===== config.mk =====
export PLATFORM = sky130hd
export DESIGN_NAME = irq_route_engine
export DESIGN_NICKNAME = d
export VERILOG_FILES = /design/src/rtl/irq_route_pkg.sv /design/src/rtl/irq_redir_table.sv /design/src/rtl/irq_pend_tracker.sv /design/src/rtl/irq_msg_issuer.sv /design/src/rtl/irq_route_engine.sv
export SDC_FILE = /design/constraint.sdc
export NUM_CORES = 2
export LEC_CHECK = 0
export BUFFER_PORTS_ARGS = -buffer_cell sky130_fd_sc_hd__buf_2
export CAP_MARGIN = 5
export CORE_MARGIN = 2
export CORE_UTILIZATION = 55
export CTS_CLUSTER_DIAMETER = 120
export CTS_CLUSTER_SIZE = 14
export DETAILED_ROUTE_END_ITERATION = 10
export PLACE_DENSITY_LB_ADDON = 0.12
export SLEW_MARGIN = 30
export SYNTH_ARGS = -nofsm -noshare
export SYNTH_HDL_FRONTEND = slang
export SYNTH_SLANG_ARGS = --single-unit

===== constraint.sdc =====
create_clock -name clk -period 4.3 [get_ports clk]
set_input_delay 0.86 -clock clk [delete_from_list [all_inputs] [get_ports clk]]
set_output_delay 0.86 -clock clk [all_outputs]
set_load 0.02 [all_outputs]

===== src/rtl/irq_route_pkg.sv =====
package irq_route_pkg;

    localparam int LEGACY_LINE = 0;
    localparam int LEGACY_PIN  = 2;

    localparam logic [31:0] MSG_BASE   = 32'hFEE0_0000;
    localparam int          DEST_SHIFT = 4;
    localparam int          DMODE_BIT  = 2;

    // bits that a write may set; remote-pending and reserved bits excluded
    localparam logic [63:0] WRITABLE = 64'hFFFF_0000_0001_AFFF;

    typedef struct packed {
        logic [15:0] dest;
        logic [30:0] rsvd_hi;
        logic        mask;
        logic        level;
        logic        remote;
        logic        polarity;
        logic        rsvd12;
        logic        dmode;
        logic [2:0]  deliv;
        logic [7:0]  vector;
    } redir_entry_t;

    typedef struct packed {
        logic [31:0] addr;
        logic [31:0] data;
    } route_msg_t;

    function automatic redir_entry_t merge_write(redir_entry_t old_e, logic hi,
                                                 logic [31:0] wd);
        logic [63:0] raw;
        redir_entry_t res;
        raw = old_e;
        if (hi) raw[63:32] = wd;
        else    raw[31:0]  = wd;
        res = redir_entry_t'(raw & WRITABLE);
        res.remote = old_e.remote & res.level;
        return res;
    endfunction

    function automatic route_msg_t format_msg(redir_entry_t e);
        route_msg_t m;
        m.addr = MSG_BASE | (32'(e.dest) << DEST_SHIFT) | (32'(e.dmode) << DMODE_BIT);
        m.data = 32'(e.vector) | (32'(e.deliv) << 8) | (32'(e.level) << 15);
        return m;
    endfunction

endpackage


===== src/rtl/irq_redir_table.sv =====
module irq_redir_table
    import irq_route_pkg::*;
#(
    parameter int NUM_PINS = 24,
    parameter int IDX_W    = 5
) (
    input  logic                                clk,
    input  logic                                rst,
    input  logic                                wr_en,
    input  logic [IDX_W-1:0]                    idx,
    input  logic                                hi,
    input  logic [31:0]                         wdata,
    output logic [31:0]                         rdata,
    input  logic                                eoi_valid,
    input  logic [7:0]                          eoi_vector,
    input  logic [NUM_PINS-1:0]                 issue,
    output redir_entry_t [NUM_PINS-1:0]         ents
);

    always_comb begin
        rdata = '0;
        for (int p = 0; p < NUM_PINS; p++) begin
            if (idx == IDX_W'(p)) begin
                rdata = hi ? ents[p][63:32] : ents[p][31:0];
            end
        end
    end

    for (genvar p = 0; p < NUM_PINS; p++) begin : g_ent
        logic         hit;
        logic         eoi_match;
        redir_entry_t nxt;

        assign hit       = wr_en && (idx == IDX_W'(p));
        assign eoi_match = eoi_valid && ents[p].remote && (ents[p].vector == eoi_vector);

        always_comb begin
            nxt = ents[p];
            if (hit) nxt = merge_write(ents[p], hi, wdata);
            if (eoi_match) nxt.remote = 1'b0;
            if (issue[p] && nxt.level) nxt.remote = 1'b1;
        end

        always_ff @(posedge clk) begin
            if (rst) ents[p] <= '0;
            else     ents[p] <= nxt;
        end

        assert_remote_by_issue_R7: assert property (@(posedge clk) disable iff (rst)
            $rose(ents[p].remote) |-> $past(issue[p]));

        assert_remote_clear_R8: assert property (@(posedge clk) disable iff (rst)
            $fell(ents[p].remote) |->
                $past(eoi_valid && eoi_vector == ents[p].vector) ||
                $past(wr_en && idx == IDX_W'(p)));
    end

endmodule


===== src/rtl/irq_pend_tracker.sv =====
module irq_pend_tracker
    import irq_route_pkg::*;
#(
    parameter int NUM_PINS = 24
) (
    input  logic                clk,
    input  logic                rst,
    input  logic [NUM_PINS-1:0] lines,
    input  logic [NUM_PINS-1:0] level,
    input  logic [NUM_PINS-1:0] mask,
    input  logic [NUM_PINS-1:0] issue,
    output logic [NUM_PINS-1:0] pend
);

    logic [NUM_PINS-1:0] req;
    logic [NUM_PINS-1:0] req_q;

    for (genvar p = 0; p < NUM_PINS; p++) begin : g_pin
        if (p == LEGACY_PIN) begin : g_steer
            assign req[p] = lines[p] | lines[LEGACY_LINE];
        end else if (p == LEGACY_LINE) begin : g_dead
            assign req[p] = 1'b0;
        end else begin : g_direct
            assign req[p] = lines[p];
        end

        always_ff @(posedge clk) begin
            if (rst) begin
                req_q[p] <= 1'b0;
                pend[p]  <= 1'b0;
            end else begin
                req_q[p] <= req[p];
                if (level[p]) pend[p] <= req[p];
                else          pend[p] <= (pend[p] & ~issue[p]) |
                                         (req[p] & ~req_q[p] & ~mask[p]);
            end
        end

        assert_masked_edge_drop_R4: assert property (@(posedge clk) disable iff (rst)
            ($rose(pend[p]) && $past(!level[p])) |-> $past(!mask[p]));
    end

endmodule


===== src/rtl/irq_msg_issuer.sv =====
module irq_msg_issuer
    import irq_route_pkg::*;
#(
    parameter int NUM_PINS = 24
) (
    input  logic                        clk,
    input  logic                        rst,
    input  redir_entry_t [NUM_PINS-1:0] ents,
    input  logic [NUM_PINS-1:0]         pend,
    input  logic                        ready,
    output logic                        valid,
    output route_msg_t                  msg,
    output logic [NUM_PINS-1:0]         issue
);

    localparam int SEL_W = $clog2(NUM_PINS);

    logic [NUM_PINS-1:0] elig;
    logic                found;
    logic [SEL_W-1:0]    sel;
    logic                load;

    for (genvar p = 0; p < NUM_PINS; p++) begin : g_elig
        assign elig[p] = pend[p] && !ents[p].mask && !(ents[p].level && ents[p].remote);
    end

    always_comb begin
        found = 1'b0;
        sel   = '0;
        for (int p = 0; p < NUM_PINS; p++) begin
            if (!found && elig[p]) begin
                found = 1'b1;
                sel   = SEL_W'(p);
            end
        end
    end

    assign load  = found && (!valid || ready);
    assign issue = load ? (NUM_PINS'(1) << sel) : '0;

    always_ff @(posedge clk) begin
        if (rst) begin
            valid <= 1'b0;
            msg   <= '0;
        end else if (load) begin
            valid <= 1'b1;
            msg   <= format_msg(ents[sel]);
        end else if (ready) begin
            valid <= 1'b0;
        end
    end

    assert_msg_hold_R10: assert property (@(posedge clk) disable iff (rst)
        (valid && !ready) |=> (valid && $stable(msg)));

    assert_single_issue_R10: assert property (@(posedge clk) disable iff (rst)
        $onehot0(issue));

endmodule


===== src/rtl/irq_route_engine.sv =====
module irq_route_engine
    import irq_route_pkg::*;
#(
    parameter int NUM_PINS = 24,
    parameter int IDX_W    = $clog2(NUM_PINS + 1)
) (
    input  logic                clk,
    input  logic                rst,
    input  logic [NUM_PINS-1:0] irq_lines,
    input  logic                cfg_wr_en,
    input  logic [IDX_W-1:0]    cfg_idx,
    input  logic                cfg_hi,
    input  logic [31:0]         cfg_wdata,
    output logic [31:0]         cfg_rdata,
    input  logic                eoi_valid,
    input  logic [7:0]          eoi_vector,
    output logic                msg_valid,
    input  logic                msg_ready,
    output logic [31:0]         msg_addr,
    output logic [31:0]         msg_data
);

    redir_entry_t [NUM_PINS-1:0] ents;
    logic [NUM_PINS-1:0]         pend;
    logic [NUM_PINS-1:0]         issue;
    logic [NUM_PINS-1:0]         level_v;
    logic [NUM_PINS-1:0]         mask_v;
    route_msg_t                  msg;

    for (genvar p = 0; p < NUM_PINS; p++) begin : g_split
        assign level_v[p] = ents[p].level;
        assign mask_v[p]  = ents[p].mask;
    end

    irq_redir_table #(.NUM_PINS(NUM_PINS), .IDX_W(IDX_W)) u_table (
        .clk        (clk),
        .rst        (rst),
        .wr_en      (cfg_wr_en),
        .idx        (cfg_idx),
        .hi         (cfg_hi),
        .wdata      (cfg_wdata),
        .rdata      (cfg_rdata),
        .eoi_valid  (eoi_valid),
        .eoi_vector (eoi_vector),
        .issue      (issue),
        .ents       (ents)
    );

    irq_pend_tracker #(.NUM_PINS(NUM_PINS)) u_pend (
        .clk   (clk),
        .rst   (rst),
        .lines (irq_lines),
        .level (level_v),
        .mask  (mask_v),
        .issue (issue),
        .pend  (pend)
    );

    irq_msg_issuer #(.NUM_PINS(NUM_PINS)) u_issue (
        .clk   (clk),
        .rst   (rst),
        .ents  (ents),
        .pend  (pend),
        .ready (msg_ready),
        .valid (msg_valid),
        .msg   (msg),
        .issue (issue)
    );

    assign msg_addr = msg.addr;
    assign msg_data = msg.data;

endmodule


==> flow_summary_export.csv <==
group,metric,value,unit
layout,layout.nets,6118,
critical_path,slowest_delay,0.43,ns
clock_tree,cts_buffers,70,
synth,syn_area,0.04349,mm2
critical_path,worstReg2RegStart,"u_table.ents[14]",
timing,drv_slew,0,
worst_hold_path,min_path_cells,2,
critical_path,crit_path_end,"cfg_rdata[6]",
power_and_ir_drop,ir_drop,0.3129,mV
timing,slew_headroom,22.80,%
synth,yosysWarnings,0,
place,place_hpwl,146300,um
critical_path,startpoint,"cfg_idx[0]",
drt,firstDrtPassIters,9,
critical_path,rr_endpoint,"u_issue.msg[5]",
clock_tree,ctsLongestPathBuffers,3,
synth,yosys_most_used_dff,"dfxtp_1",
floorplan,pin_count,172,
floorplan,die_y,285.2,um
floorplan,initial_core_util,55.32,%
timing,setup_ws,0.03618,ns
synth,yosysTopAreaCellShare,38.95,%
place,portBuffers,143,
critical_path,end_kind,"output pin",
timing,skew,0.02642,ns
drt,ant_nets,0,
critical_path,crit_top_cell,"buf_2",
worst_hold_path,hp-start,"u_pend.pend[0]",
timing,rsz0062_at_grt,"no",
critical_path,ff2ff_setup_slack,0.04,ns
floorplan,die_area,0.08133,mm2
clock_tree,clk_latency,0.66,ns
global_route,grtUsageTotal,50.40,%
clock_tree,hold_buffers,0,
synth,synth_area_leaders,"dfxtp_1 39%, nand2_1 18%, a21oi_1 9.5%, a22oi_1 4.4%, clkbuf_1 4.0%",
critical_path,cp_num_cells,10,
synth,ys_ff_latch,846,
global_route,grt_overflow,0,
timing,tns,0,ns
critical_path,cp_max_fo,23,
synth,avgSynthCellArea,7.209,um2
clock_tree,clk_pin_slew_worst_paths,0.07,ns
clock_tree,cts_max_level,3,
layout,utilization,61.53,%
timing,hold-worst-slack,0.4312,ns
power_and_ir_drop,p_leak,0.01676,uW
run,drv_cap,0,
drt,drt_iter0_markers,9353,
critical_path,worst-setup-path-type,"in2out",
critical_path,path_cells,"buf_2 -> nor2b_1 -> and2_1 -> buf_12 -> a22o_1 -> a221oi_1 -> o21ai_0 -> buf_4 -> or3_1 -> buf_2",
clock_tree,cts_sinks,846,
drt,num_vias,48920,
critical_path,worstRegToRegCells,10,
synth,synth_edf_count,0,
place,post-place-ws,0.01447,ns
global_route,antenna_found_initial,20,
critical_path,critical_path_buf_inv_count,4,
timing,hold_viol_final,0,
place,place_congestion,1.097,
timing,min_period,4.264,ns
layout,area_growth,11.24,%
power_and_ir_drop,p_per_area,348.5,mW/mm2
drt,viasPerCell,6.882,
place,dp.cells,7020,
timing,post-route-period-util,99.16,%
global_route,grt_pass1_wl,303100,um
clock_tree,post-cts-setup-buffers,0,
drt,wl,213800,um
timing,setup_viol,0,
drt,drc,0,
critical_path,worstPathArrival,3.40,ns
synth,async_flop_share,0,%
floorplan,core_region_area,0.07861,mm2
critical_path,critPathSlowestCell,"a221oi_1",
critical_path,critPathRequiredTime,3.44,ns
critical_path,cp-start-kind,"input pin",
layout,drive_gt1_share,10.33,%
global_route,grt_pass1_vias,43760,
synth,yosysUniqueCellTypes,66,
status,status,"completed",
worst_hold_path,hold_class,"reg2reg",
clock_tree,cts.root.buffer_cell,"clkbuf_16",
floorplan,rows,103,
drt,routed_wire_length_per_instance,30.07,um
synth,yosysTopAreaCell,"dfxtp_1",
synth,yosysSeqAreaShare,38.95,%
layout,fin_cells,7109,
floorplan,die_width,285.2,um
timing,fmax,0.2345,GHz
clock_tree,cts-resized-gates,0,
global_route,grt_max_degree,223,
clock_tree,cts_tree,"done",
timing,worst_pin_slew,1.148,ns
critical_path,crit_family,"compound AO/OA/AOI/OAI gates",
synth,syn_inst,6032,
## area by class of cell
| type | instances | area [um2] |
|---|---|---|
| inverters | 22 | 82.58 |
| multi-input cells | 4629 | 24380 |
| well taps | 1050 | 1314 |
| diodes | 10 | 25.02 |
| clock inverters | 7 | 98.84 |
| flip-flops and latches | 846 | 16940 |
| repair buffers | 474 | 3756 |
| fillers | 7322 | 30240 |
| clock buffers | 71 | 1777 |
## synth_stat cells, types with 24 or more instances
cell and instances:
nand4_1 46, a31oi_1 31, xnor2_1 24, o22ai_1 34
a32oi_1 34, nand2_1 2080, buf_4 44, a221oi_1 58
nor4_1 46, nand3_1 294, and3_1 29, mux2i_1 109
nor2_1 94, dfxtp_1 846, clkbuf_1 464, buf_1 25
a22o_1 60, a21oi_1 827, o21ai_0 62, nor2b_1 45
and2_1 26, xor2_1 168, a22oi_1 256
## flip-flops by register name (all words and copies together), names as in the netlist
name,count
u_issue.msg,30
u_issue.valid,1
u_pend.pend,24
u_pend.req_q,23
u_table.ents,768
## where the power goes
part / switching, uW / internal (uW)
clock network: 3150 / 2970
registers: 86.4 / 7920
logic: 2020 / 714
## logic make-up (layout without fill, tap and decap cells)
logic type / after synthesis / in the layout / share of synthesized area (%)
xor gates and xnor gates: 192 / 192 / 3.867
AOI/OAI and AO/OA: 1494 / 1494 / 21.34
muxes: 136 / 136 / 3.467
and+or+nand+nor: 2781 / 2781 / 26.81
other: 1 / 36 / 0.008623
DFF: 846 / 846 / 38.95
buffers and inverters: 582 / 574 / 5.562
## layer usage
layer / up-vias / global-route usage (%) / wire length [um]
li1: 20740 / - / -
met1: 22590 / 66.45 / 77490
met2: 4535 / 67.23 / 80540
met3: 1037 / 22.14 / 39040
met4: 16 / 29.82 / 16500
met5: - / 0.8140 / 183
## through the flow
stage / area [um2] / power (uW)
detailed placement: 46440 / 10720
CTS: 48320 / 16610
global route: 48360 / 17090
floorplan: 43580 / 9622
global placement: 46440 / 10710
finish: 48370 / 16860
## tightest hold or removal path, delay by kind of cell, from the launching register on
kind | cells | cell delay (ns)
flip-flops | 1 | 0.31
AO/OA/AOI/OAI | 1 | 0.03
AND/OR/NAND/NOR | 1 | 0.05
## cell usage in the layout (no fill, tap or decap), types with 41 or more instances in the layout
| cell | n |
|---|---|
| buf_12 | 42 |
| nand2_1 | 2079 |
| clkbuf_16 | 71 |
| a22oi_1 | 256 |
| nor4_1 | 41 |
| o21ai_0 | 60 |
| nand4_1 | 46 |
| nor2b_1 | 45 |
| dfxtp_1 | 846 |
| buf_4 | 288 |
| a22o_1 | 60 |
| nor2_1 | 80 |
| nand3_1 | 293 |
| xor2_1 | 168 |
| buf_2 | 142 |
| a221oi_1 | 58 |
| mux2i_1 | 109 |
| a21oi_1 | 825 |
## worst min path at each step
stage / to / slack, ns
after detailed placement: u_pend.pend[0] / 0.42
after CTS: u_pend.pend[0] / 0.43
after floorplan: u_pend.pend[0] / 0.41
after global placement: u_pend.pend[0] / 0.42
final: u_pend.pend[0] / 0.43
after global routing: u_pend.pend[0] / 0.46
Power figures use the tool's default switching activity.
